`src/rtl/swire_pkg.sv`:
```
package swire_pkg;
  localparam int ADDR_W = 5;
  localparam int DATA_W = 8;

  localparam logic [ADDR_W-1:0] OFF_REV    = 5'h00;
  localparam logic [ADDR_W-1:0] OFF_TXD    = 5'h04;
  localparam logic [ADDR_W-1:0] OFF_RXD    = 5'h08;
  localparam logic [ADDR_W-1:0] OFF_CTRL   = 5'h0C;
  localparam logic [ADDR_W-1:0] OFF_ISR    = 5'h10;
  localparam logic [ADDR_W-1:0] OFF_SYSCFG = 5'h14;
  localparam logic [ADDR_W-1:0] OFF_SYSSTA = 5'h18;

  localparam int CB_SINGLE = 7;
  localparam int CB_IE     = 6;
  localparam int CB_CLKEN  = 5;
  localparam int CB_GO     = 4;
  localparam int CB_PRES   = 3;
  localparam int CB_INIT   = 2;
  localparam int CB_DIR    = 1;
  localparam int CB_MODE   = 0;

  typedef enum logic [1:0] {OP_BRK, OP_RD, OP_WR} op_e;
  typedef enum logic [1:0] {ENG_IDLE, ENG_BRK, ENG_SLOT} eng_state_e;
endpackage

```
`src/rtl/swire_engine.sv`:
```
module swire_engine
  import swire_pkg::*;
#(
  parameter int HQ_BRK_LOW  = 200,
  parameter int HQ_BRK_SAMP = 260,
  parameter int HQ_BRK_LEN  = 320,
  parameter int HQ_SLOT     = 190,
  parameter int HQ_LOW1     = 40,
  parameter int HQ_LOW0     = 120,
  parameter int HQ_SAMP     = 80,
  parameter int OW_BRK_LOW  = 480,
  parameter int OW_BRK_SAMP = 550,
  parameter int OW_BRK_LEN  = 960,
  parameter int OW_SLOT     = 70,
  parameter int OW_LOW1     = 6,
  parameter int OW_LOW0     = 60,
  parameter int OW_SAMP     = 15
) (
  input  logic              clk,
  input  logic              rst_n,
  input  logic              clr,
  input  logic              start,
  input  logic              st_init,
  input  logic              st_dir,
  input  logic              st_single,
  input  logic              st_mode,
  input  logic [DATA_W-1:0] tx_byte,
  input  logic              line_in,
  output logic              line_oe,
  output logic              done,
  output op_e               done_kind,
  output logic [DATA_W-1:0] rx_byte,
  output logic              presence
);
  localparam int MAX_H = (HQ_BRK_LEN > HQ_SLOT) ? HQ_BRK_LEN : HQ_SLOT;
  localparam int MAX_O = (OW_BRK_LEN > OW_SLOT) ? OW_BRK_LEN : OW_SLOT;
  localparam int MAX_T = (MAX_H > MAX_O) ? MAX_H : MAX_O;
  localparam int CW    = $clog2(MAX_T + 1);
  localparam int BW    = $clog2(DATA_W);

  eng_state_e        state_q, state_d;
  logic [CW-1:0]     cnt_q, cnt_d;
  logic [BW-1:0]     bit_q, bit_d;
  logic [DATA_W-1:0] sh_q, sh_d, rx_q, rx_d;
  logic              pres_q, pres_d, mode_q, mode_d, dir_q, dir_d, single_q, single_d;
  logic [CW-1:0]     t_blow, t_bsamp, t_blen, t_slot, t_low1, t_low0, t_samp;
  logic              last_tick, samp_tick, last_bit;

  // timing set chosen by the mode latched at start
  always_comb begin
    if (mode_q) begin
      t_blow = CW'(OW_BRK_LOW); t_bsamp = CW'(OW_BRK_SAMP); t_blen = CW'(OW_BRK_LEN);
      t_slot = CW'(OW_SLOT); t_low1 = CW'(OW_LOW1); t_low0 = CW'(OW_LOW0); t_samp = CW'(OW_SAMP);
    end else begin
      t_blow = CW'(HQ_BRK_LOW); t_bsamp = CW'(HQ_BRK_SAMP); t_blen = CW'(HQ_BRK_LEN);
      t_slot = CW'(HQ_SLOT); t_low1 = CW'(HQ_LOW1); t_low0 = CW'(HQ_LOW0); t_samp = CW'(HQ_SAMP);
    end
  end

  always_comb begin
    last_tick = (state_q == ENG_BRK) ? (cnt_q == t_blen - 1'b1) : (cnt_q == t_slot - 1'b1);
    samp_tick = (state_q == ENG_BRK) ? (cnt_q == t_bsamp) : (cnt_q == t_samp);
    last_bit  = single_q || (bit_q == BW'(DATA_W - 1));
    done      = ((state_q == ENG_BRK) && last_tick) ||
                ((state_q == ENG_SLOT) && last_tick && last_bit);
    done_kind = (state_q == ENG_BRK) ? OP_BRK : (dir_q ? OP_RD : OP_WR);
    case (state_q)
      ENG_BRK:  line_oe = (cnt_q < t_blow);
      ENG_SLOT: line_oe = (cnt_q < ((dir_q || sh_q[0]) ? t_low1 : t_low0));
      default:  line_oe = 1'b0;
    endcase
  end

  always_comb begin
    state_d = state_q; cnt_d = cnt_q; bit_d = bit_q; sh_d = sh_q; rx_d = rx_q;
    pres_d = pres_q; mode_d = mode_q; dir_d = dir_q; single_d = single_q;
    case (state_q)
      ENG_IDLE: if (start) begin
        state_d  = st_init ? ENG_BRK : ENG_SLOT;
        cnt_d    = '0;
        bit_d    = '0;
        sh_d     = tx_byte;
        mode_d   = st_mode;
        dir_d    = st_dir;
        single_d = st_single;
      end
      ENG_BRK: begin
        cnt_d = cnt_q + 1'b1;
        if (samp_tick) pres_d = !line_in;
        if (last_tick) state_d = ENG_IDLE;
      end
      ENG_SLOT: begin
        cnt_d = cnt_q + 1'b1;
        if (samp_tick && dir_q)
          rx_d = single_q ? {{(DATA_W-1){1'b0}}, line_in} : {line_in, rx_q[DATA_W-1:1]};
        if (last_tick) begin
          cnt_d = '0;
          if (last_bit) state_d = ENG_IDLE;
          else begin
            bit_d = bit_q + 1'b1;
            sh_d  = sh_q >> 1;
          end
        end
      end
      default: state_d = ENG_IDLE;
    endcase
    if (clr) state_d = ENG_IDLE;
  end

  always_ff @(posedge clk or negedge rst_n) begin
    if (!rst_n) begin
      state_q <= ENG_IDLE; cnt_q <= '0; bit_q <= '0; sh_q <= '0; rx_q <= '0;
      pres_q <= 1'b0; mode_q <= 1'b0; dir_q <= 1'b0; single_q <= 1'b0;
    end else begin
      state_q <= state_d; cnt_q <= cnt_d; bit_q <= bit_d; sh_q <= sh_d; rx_q <= rx_d;
      pres_q <= pres_d; mode_q <= mode_d; dir_q <= dir_d; single_q <= single_d;
    end
  end

  assign rx_byte  = rx_q;
  assign presence = pres_q;


  start_idle_chk: assert property (@(posedge clk) disable iff (!rst_n)
    start |-> (state_q == ENG_IDLE));

  idle_release_chk: assert property (@(posedge clk) disable iff (!rst_n)
    (state_q == ENG_IDLE) |-> !line_oe);
endmodule

```
`src/rtl/swire_regs.sv`:
```
module swire_regs
  import swire_pkg::*;
#(
  parameter int REV_MAJOR = 2,
  parameter int REV_MINOR = 1
) (
  input  logic              clk,
  input  logic              rst_n,
  input  logic              bus_sel,
  input  logic              bus_wr,
  input  logic [ADDR_W-1:0] bus_addr,
  input  logic [DATA_W-1:0] bus_wdata,
  output logic [DATA_W-1:0] bus_rdata,
  input  logic              eng_done,
  input  op_e               eng_kind,
  input  logic [DATA_W-1:0] eng_rx,
  input  logic              eng_pres,
  output logic              start,
  output logic              st_init,
  output logic              st_dir,
  output logic              st_single,
  output logic              st_mode,
  output logic [DATA_W-1:0] tx_byte,
  output logic              soft_clr,
  output logic              irq
);
  localparam logic [DATA_W-1:0] REV_VAL = {4'(REV_MAJOR), 4'(REV_MINOR)};

  logic [DATA_W-1:0] tx_q, tx_d, rx_q, rx_d;
  logic single_q, single_d, ie_q, ie_d, clken_q, clken_d, go_q, go_d;
  logic pres_q, pres_d, init_q, init_d, dir_q, dir_d, mode_q, mode_d;
  logic [2:0] flags_q, flags_d, set_f;
  logic auto_q, auto_d, srst_q, srst_d, rdone_q, rdone_d;
  logic wr_ctrl, wr_tx, wr_cfg, rd_isr;

  always_comb begin
    wr_ctrl   = bus_sel && bus_wr && (bus_addr == OFF_CTRL);
    wr_tx     = bus_sel && bus_wr && (bus_addr == OFF_TXD);
    wr_cfg    = bus_sel && bus_wr && (bus_addr == OFF_SYSCFG);
    rd_isr    = bus_sel && !bus_wr && (bus_addr == OFF_ISR);
    start     = wr_ctrl && bus_wdata[CB_GO] && bus_wdata[CB_CLKEN] && !go_q && !srst_q;
    st_init   = bus_wdata[CB_INIT];
    st_dir    = bus_wdata[CB_DIR];
    st_single = bus_wdata[CB_SINGLE];
    st_mode   = bus_wdata[CB_MODE];
  end

  always_comb begin
    tx_d = tx_q; rx_d = rx_q; single_d = single_q; ie_d = ie_q; clken_d = clken_q;
    go_d = go_q; pres_d = pres_q; init_d = init_q; dir_d = dir_q; mode_d = mode_q;
    auto_d = auto_q; set_f = 3'b000;
    if (wr_ctrl) begin
      ie_d    = bus_wdata[CB_IE];
      clken_d = bus_wdata[CB_CLKEN];
      if (!go_q) begin
        single_d = bus_wdata[CB_SINGLE];
        init_d   = bus_wdata[CB_INIT];
        dir_d    = bus_wdata[CB_DIR];
        mode_d   = bus_wdata[CB_MODE];
        go_d     = start;
      end
    end
    if (wr_tx)  tx_d = bus_wdata;
    if (wr_cfg) auto_d = bus_wdata[0];
    if (eng_done) begin
      go_d   = 1'b0;
      init_d = 1'b0;
      case (eng_kind)
        OP_BRK: begin set_f[0] = 1'b1; pres_d = eng_pres; end
        OP_RD:  begin set_f[1] = 1'b1; rx_d = eng_rx; end
        default: set_f[2] = 1'b1;
      endcase
    end
    flags_d = (rd_isr ? 3'b000 : flags_q) | set_f;
    srst_d  = wr_cfg && bus_wdata[1];
    rdone_d = !srst_d;
    if (srst_q) begin
      tx_d = '0; rx_d = '0; single_d = 1'b0; ie_d = 1'b0; clken_d = 1'b0; go_d = 1'b0;
      pres_d = 1'b0; init_d = 1'b0; dir_d = 1'b0; mode_d = 1'b0; auto_d = 1'b0;
      flags_d = 3'b000;
    end
  end

  always_ff @(posedge clk or negedge rst_n) begin
    if (!rst_n) begin
      tx_q <= '0; rx_q <= '0; single_q <= 1'b0; ie_q <= 1'b0; clken_q <= 1'b0;
      go_q <= 1'b0; pres_q <= 1'b0; init_q <= 1'b0; dir_q <= 1'b0; mode_q <= 1'b0;
      flags_q <= 3'b000; auto_q <= 1'b0; srst_q <= 1'b0; rdone_q <= 1'b0;
    end else begin
      tx_q <= tx_d; rx_q <= rx_d; single_q <= single_d; ie_q <= ie_d; clken_q <= clken_d;
      go_q <= go_d; pres_q <= pres_d; init_q <= init_d; dir_q <= dir_d; mode_q <= mode_d;
      flags_q <= flags_d; auto_q <= auto_d; srst_q <= srst_d; rdone_q <= rdone_d;
    end
  end

  always_comb begin
    case (bus_addr)
      OFF_REV:    bus_rdata = REV_VAL;
      OFF_TXD:    bus_rdata = tx_q;
      OFF_RXD:    bus_rdata = rx_q;
      OFF_CTRL:   bus_rdata = {single_q, ie_q, clken_q, go_q, pres_q, init_q, dir_q, mode_q};
      OFF_ISR:    bus_rdata = {5'b0, flags_q};
      OFF_SYSCFG: bus_rdata = {7'b0, auto_q};
      OFF_SYSSTA: bus_rdata = {7'b0, rdone_q};
      default:    bus_rdata = '0;
    endcase
  end

  assign tx_byte  = tx_q;
  assign soft_clr = srst_q;
  assign irq      = ie_q && (flags_q != 3'b000);


  done_busy_chk: assert property (@(posedge clk) disable iff (!rst_n)
    eng_done |-> go_q);

  isr_clear_chk: assert property (@(posedge clk) disable iff (!rst_n)
    (rd_isr && !eng_done && !srst_q) |=> (flags_q == 3'b000));

  busy_hold_chk: assert property (@(posedge clk) disable iff (!rst_n)
    (go_q && wr_ctrl && !eng_done && !srst_q) |=>
      ($stable(init_q) && $stable(dir_q) && $stable(mode_q) && $stable(single_q) && go_q));

  soft_clear_chk: assert property (@(posedge clk) disable iff (!rst_n)
    srst_q |=> (!go_q && (flags_q == 3'b000) && (rx_q == '0) && rdone_q));
endmodule

```
`src/rtl/swire_master.sv`:
```
module swire_master
  import swire_pkg::*;
#(
  parameter int REV_MAJOR   = 2,
  parameter int REV_MINOR   = 1,
  parameter int HQ_BRK_LOW  = 200,
  parameter int HQ_BRK_SAMP = 260,
  parameter int HQ_BRK_LEN  = 320,
  parameter int HQ_SLOT     = 190,
  parameter int HQ_LOW1     = 40,
  parameter int HQ_LOW0     = 120,
  parameter int HQ_SAMP     = 80,
  parameter int OW_BRK_LOW  = 480,
  parameter int OW_BRK_SAMP = 550,
  parameter int OW_BRK_LEN  = 960,
  parameter int OW_SLOT     = 70,
  parameter int OW_LOW1     = 6,
  parameter int OW_LOW0     = 60,
  parameter int OW_SAMP     = 15
) (
  input  logic       clk,
  input  logic       rst_n,
  input  logic       bus_sel,
  input  logic       bus_wr,
  input  logic [4:0] bus_addr,
  input  logic [7:0] bus_wdata,
  output logic [7:0] bus_rdata,
  output logic       line_oe,
  input  logic       line_in,
  output logic       irq
);
  logic              start, st_init, st_dir, st_single, st_mode, soft_clr;
  logic              eng_done, eng_pres;
  op_e               eng_kind;
  logic [DATA_W-1:0] tx_byte, eng_rx;

  swire_regs #(.REV_MAJOR(REV_MAJOR), .REV_MINOR(REV_MINOR)) u_regs (
    .clk(clk), .rst_n(rst_n), .bus_sel(bus_sel), .bus_wr(bus_wr), .bus_addr(bus_addr),
    .bus_wdata(bus_wdata), .bus_rdata(bus_rdata), .eng_done(eng_done), .eng_kind(eng_kind),
    .eng_rx(eng_rx), .eng_pres(eng_pres), .start(start), .st_init(st_init), .st_dir(st_dir),
    .st_single(st_single), .st_mode(st_mode), .tx_byte(tx_byte), .soft_clr(soft_clr), .irq(irq)
  );

  swire_engine #(
    .HQ_BRK_LOW(HQ_BRK_LOW), .HQ_BRK_SAMP(HQ_BRK_SAMP), .HQ_BRK_LEN(HQ_BRK_LEN),
    .HQ_SLOT(HQ_SLOT), .HQ_LOW1(HQ_LOW1), .HQ_LOW0(HQ_LOW0), .HQ_SAMP(HQ_SAMP),
    .OW_BRK_LOW(OW_BRK_LOW), .OW_BRK_SAMP(OW_BRK_SAMP), .OW_BRK_LEN(OW_BRK_LEN),
    .OW_SLOT(OW_SLOT), .OW_LOW1(OW_LOW1), .OW_LOW0(OW_LOW0), .OW_SAMP(OW_SAMP)
  ) u_eng (
    .clk(clk), .rst_n(rst_n), .clr(soft_clr), .start(start), .st_init(st_init),
    .st_dir(st_dir), .st_single(st_single), .st_mode(st_mode), .tx_byte(tx_byte),
    .line_in(line_in), .line_oe(line_oe), .done(eng_done), .done_kind(eng_kind),
    .rx_byte(eng_rx), .presence(eng_pres)
  );
endmodule

```
`config.mk`:
```
export PLATFORM = sky130hd
export DESIGN_NAME = swire_master
export DESIGN_NICKNAME = d
export VERILOG_FILES = /design/src/rtl/swire_pkg.sv /design/src/rtl/swire_engine.sv /design/src/rtl/swire_regs.sv /design/src/rtl/swire_master.sv
export SDC_FILE = /design/constraint.sdc
export NUM_CORES = 1
export LEC_CHECK = 0
export BUFFER_PORTS_ARGS = -buffer_cell sky130_fd_sc_hd__buf_4
export CORE_MARGIN = 4
export CORE_UTILIZATION = 25
export DETAILED_ROUTE_END_ITERATION = 8
export GPL_ROUTABILITY_DRIVEN = 0
export PLACE_DENSITY = 0.41
export SLEW_MARGIN = 0
export SYNTH_ARGS = -nofsm -noshare
export SYNTH_HDL_FRONTEND = slang
export SYNTH_SLANG_ARGS = --single-unit
```
`constraint.sdc`:
```
create_clock -name clk -period 5.1 [get_ports clk]
set_input_delay 0.255 -clock clk [delete_from_list [all_inputs] [get_ports clk]]
set_output_delay 0.255 -clock clk [all_outputs]
set_load 0.005 [all_outputs]
```
==> results.yml <==
outcome:
  status: "finished, final reports clean"
logic_synthesis:
  synth_cell_types: 64
  syn_area_per_cell_um2: 9.52
  synth_top_cell_by_area: "dfrtp_1"
  synth_area_leaders: "dfrtp_1, mux2i_1, mux2_2, ha_1, nor2_1"
  syn-num-nets: 453
  synth_cells: 419
  synth.cell_area_um2: 3990
  synth-main-ff-cell: "dfrtp_1"
  synth-seq-cells: 65
  ys_seq_area_share_pct: 40.8
  yosysTopAreaCellShare_pct: 40.8
  synth_edf_count: 0
  ys_async_sr_fraction_pct: 100
  yosysWarnings: 0
routing:
  drt_iter0_drc: 184
  ant_nets: 0
  vias: 3204
  routed_wl_um: 11200
  dr.pass1.iters: 4
  vias_per_cell: 4.98
  drc_errors: 0
  wire_per_inst_um: 17.4
timing:
  period_minus_slack_ps: 3340
  final.setup.tns_ps: 0
  worst_slew_pin_slew_ps: 1150
  fin_worst_skew_ps: 9.31
  fmax_mhz: 299
  setup_viol: 0
  finalHoldViolations: 0
  grt_setup_unrepaired: "no"
  period_share_pct: 65.5
  drv_slew: 0
  worst_slew_margin_rel_pct: 23.6
worst_setup_path:
  slowest_stage: "a21oi_1"
  critPathMaxStageDelay_ps: 710
  cp.required_ps: 5350
  critical_path_class: "flop to flop"
  crit_chain: "inv_1 > ha_1 > inv_1 > ha_1 > xnor2_1 > and4bb_1 > a21oi_1 > o21ai_0 > o31ai_1"
  worst-path-max-fanout: 12
  worst_setup_path_end_kind: "flop"
  critPathBufInv: 2
  critPathTopFamily: "compound AO/OA/AOI/OAI gates"
  cp-start-kind: "flop"
  cp.arrival_ps: 3590
clock_tree:
  clk_latency_ps: 340
  cts_root_buf: "clkbuf_16"
  cts_max_level: 3
  cts_setup_buffers: 0
  cts.clk_slew.worst_paths_ps: 60
  clock_path_buffers: 2
  cts_buffers: 9
  cts_tree: "yes"
  clock_sinks: 65
  cts_resized: 0
  holdBufCountCts: 0
power:
  ir_drop_uv: 143
  power-per-cell-area_nw_per_um2: 374
  p_leak_nw: 1.97
global_route:
  overflow: 0
  grt_max_degree: 66
  grt_pass1_vias: 3207
  grt.total_usage_pct: 13.0
  grt_pass1_wl_um: 18400
  antenna_found_initial: 0
hold_path:
  holdCritPathClass: "input port to asynchronous set/reset pin"
cells_and_area:
  drive_gt1_share_pct: 16.2
  layout.nets: 463
  area_delta_synth_final_pct: 15.6
  diodes: 0
  seq_area_um2: 1630
  fillers: 1647
  fin_area_um2: 4610
  multi_input_area_um2: 2180
placed_design:
  dpl.hpwl_um: 7690
  place_area_um2: 4340
  portBuffers: 27
die:
  die_area_um2: 18000
  die_width_um: 134
  core_um2: 15400
  row_count: 45
  start_util_pct: 25.9
  io_pins: 28
  die_y_um: 134
run:
  maxCapViolCount: 0
-- flip-flops by register name, indices dropped and copies added (netlist names), 2 cells and up --
signal,flops
u_eng.cnt_q,10
u_eng.state_q,2
u_eng.sh_q,8
u_regs.flags_q,3
u_regs.tx_byte,8
u_eng.bit_q,3
u_regs.rx_q,8
u_eng.rx_byte,8
-- cell usage after synthesis, types with 2 or more instances --
| cell | instances |
|---|---|
| and2_1 | 3 |
| nand4_1 | 3 |
| nand3_1 | 16 |
| o221a_1 | 7 |
| or2_2 | 2 |
| and4_1 | 2 |
| buf_2 | 8 |
| o22ai_1 | 4 |
| o21ai_0 | 15 |
| nor2b_1 | 8 |
| a31oi_1 | 8 |
| mux2i_1 | 26 |
| nand2b_1 | 5 |
| a211oi_1 | 6 |
| buf_1 | 2 |
| or3_1 | 6 |
| nand3b_1 | 2 |
| o211a_1 | 2 |
| and3_1 | 5 |
| a2bb2oi_1 | 2 |
| a21oi_1 | 9 |
| xnor2_1 | 4 |
| nor4_1 | 2 |
| nor3_1 | 17 |
| o31ai_1 | 2 |
| nand2_1 | 26 |
| a211o_1 | 2 |
| ha_1 | 16 |
| a22oi_1 | 6 |
| clkbuf_1 | 19 |
| o211ai_1 | 9 |
| dfrtp_1 | 65 |
| and3b_1 | 2 |
| mux2_2 | 19 |
| o31a_1 | 2 |
| nand4bb_1 | 2 |
| nor2_1 | 45 |
| inv_1 | 14 |
-- cell type report --
cell class / count / area share, %
Multi-Input combinational cell: 310 / 47.3
Timing Repair Buffer: 29 / 4.72
Clock inverter: 3 / 0.380
Sequential cell: 65 / 35.3
Inverter: 14 / 1.14
Clock buffer: 11 / 5.48
Tap cell: 211 / 5.73
-- cells in the final DEF, fill, tap and decap left out, types with 3 or more instances in the layout --
| master | netlist | final |
|---|---|---|
| a211oi_1 | 6 | 6 |
| a21oi_1 | 9 | 9 |
| a22oi_1 | 6 | 6 |
| a31oi_1 | 8 | 8 |
| and2_1 | 3 | 3 |
| and3_1 | 5 | 5 |
| buf_4 | 0 | 29 |
| clkbuf_16 | 0 | 9 |
| dfrtp_1 | 65 | 65 |
| ha_1 | 16 | 16 |
| inv_1 | 14 | 14 |
| mux2_2 | 19 | 19 |
| mux2i_1 | 26 | 26 |
| nand2_1 | 26 | 26 |
| nand2b_1 | 5 | 5 |
| nand3_1 | 16 | 16 |
| nand4_1 | 3 | 3 |
| nor2_1 | 45 | 45 |
| nor2b_1 | 8 | 8 |
| nor3_1 | 17 | 17 |
| o211ai_1 | 9 | 9 |
| o21ai_0 | 15 | 15 |
| o221a_1 | 7 | 7 |
| o22ai_1 | 4 | 4 |
| or3_1 | 6 | 6 |
| xnor2_1 | 4 | 4 |
-- worst reg2reg max path, cell delays in order (launching register included) --
cell and delay [ps]:
dfrtp_1 400, inv_1 90, ha_1 380, inv_1 170, ha_1 310, xnor2_1 250
and4bb_1 320, a21oi_1 710, o21ai_0 330, o31ai_1 290
-- power by group --
group	total [mW]	internal [mW]	switching [mW]
sequential	0.656	0.585	0.0709
clock	0.576	0.348	0.228
combinational	0.491	0.186	0.305
-- through the flow --
stage                     instances  total power [mW]  utilization [%]  setup WS [ps]  hold slack, ps
after global placement          629              1.15             28.1           1920             437
after floorplan                 419              1.02                -           2340           -40.6
after detailed placement        629              1.16             28.1           1830             438
after global routing            643              1.84             29.9           1480             116
final                           643              1.72             29.9           1760            28.8
after CTS                       643              1.74             29.9           1760            79.9
-- path summary, 6_finish.rpt --
kind	from	end	slack, ps	cells past startpoint
max reg2reg	u_eng.state_q[1]	u_eng.cnt_q[7]	1760	9
max	u_eng.state_q[1]	u_eng.cnt_q[7]	1760	9
min in group clk	line_in	u_eng.presence	110	2
max in group asynchronous	rst_n	u_regs.auto_q	4490	1
min reg2reg	u_regs.single_q	u_regs.single_q	520	2
min	rst_n	u_regs.rx_q[6]	30	1
-- routing by layer --
layer  GRT usage [%]  part of all wire [%]
met3            2.93                   3.5
met1            18.0                    49
met2            19.6                    45
met5               0                     0
met4            5.20                   2.2
-- kinds of logic after synthesis --
kind of cell,after synthesis,share of synthesized area (%)
AOI/OAI and AO/OA,85,15.6
xor gates and xnor gates,5,1.10
adders and majority gates,16,5.02
buffers and inverters,44,4.58
DFF,65,40.8
muxes,45,11.9
and+or+nand+nor,159,21.0
(Power assumes the default switching activity.)
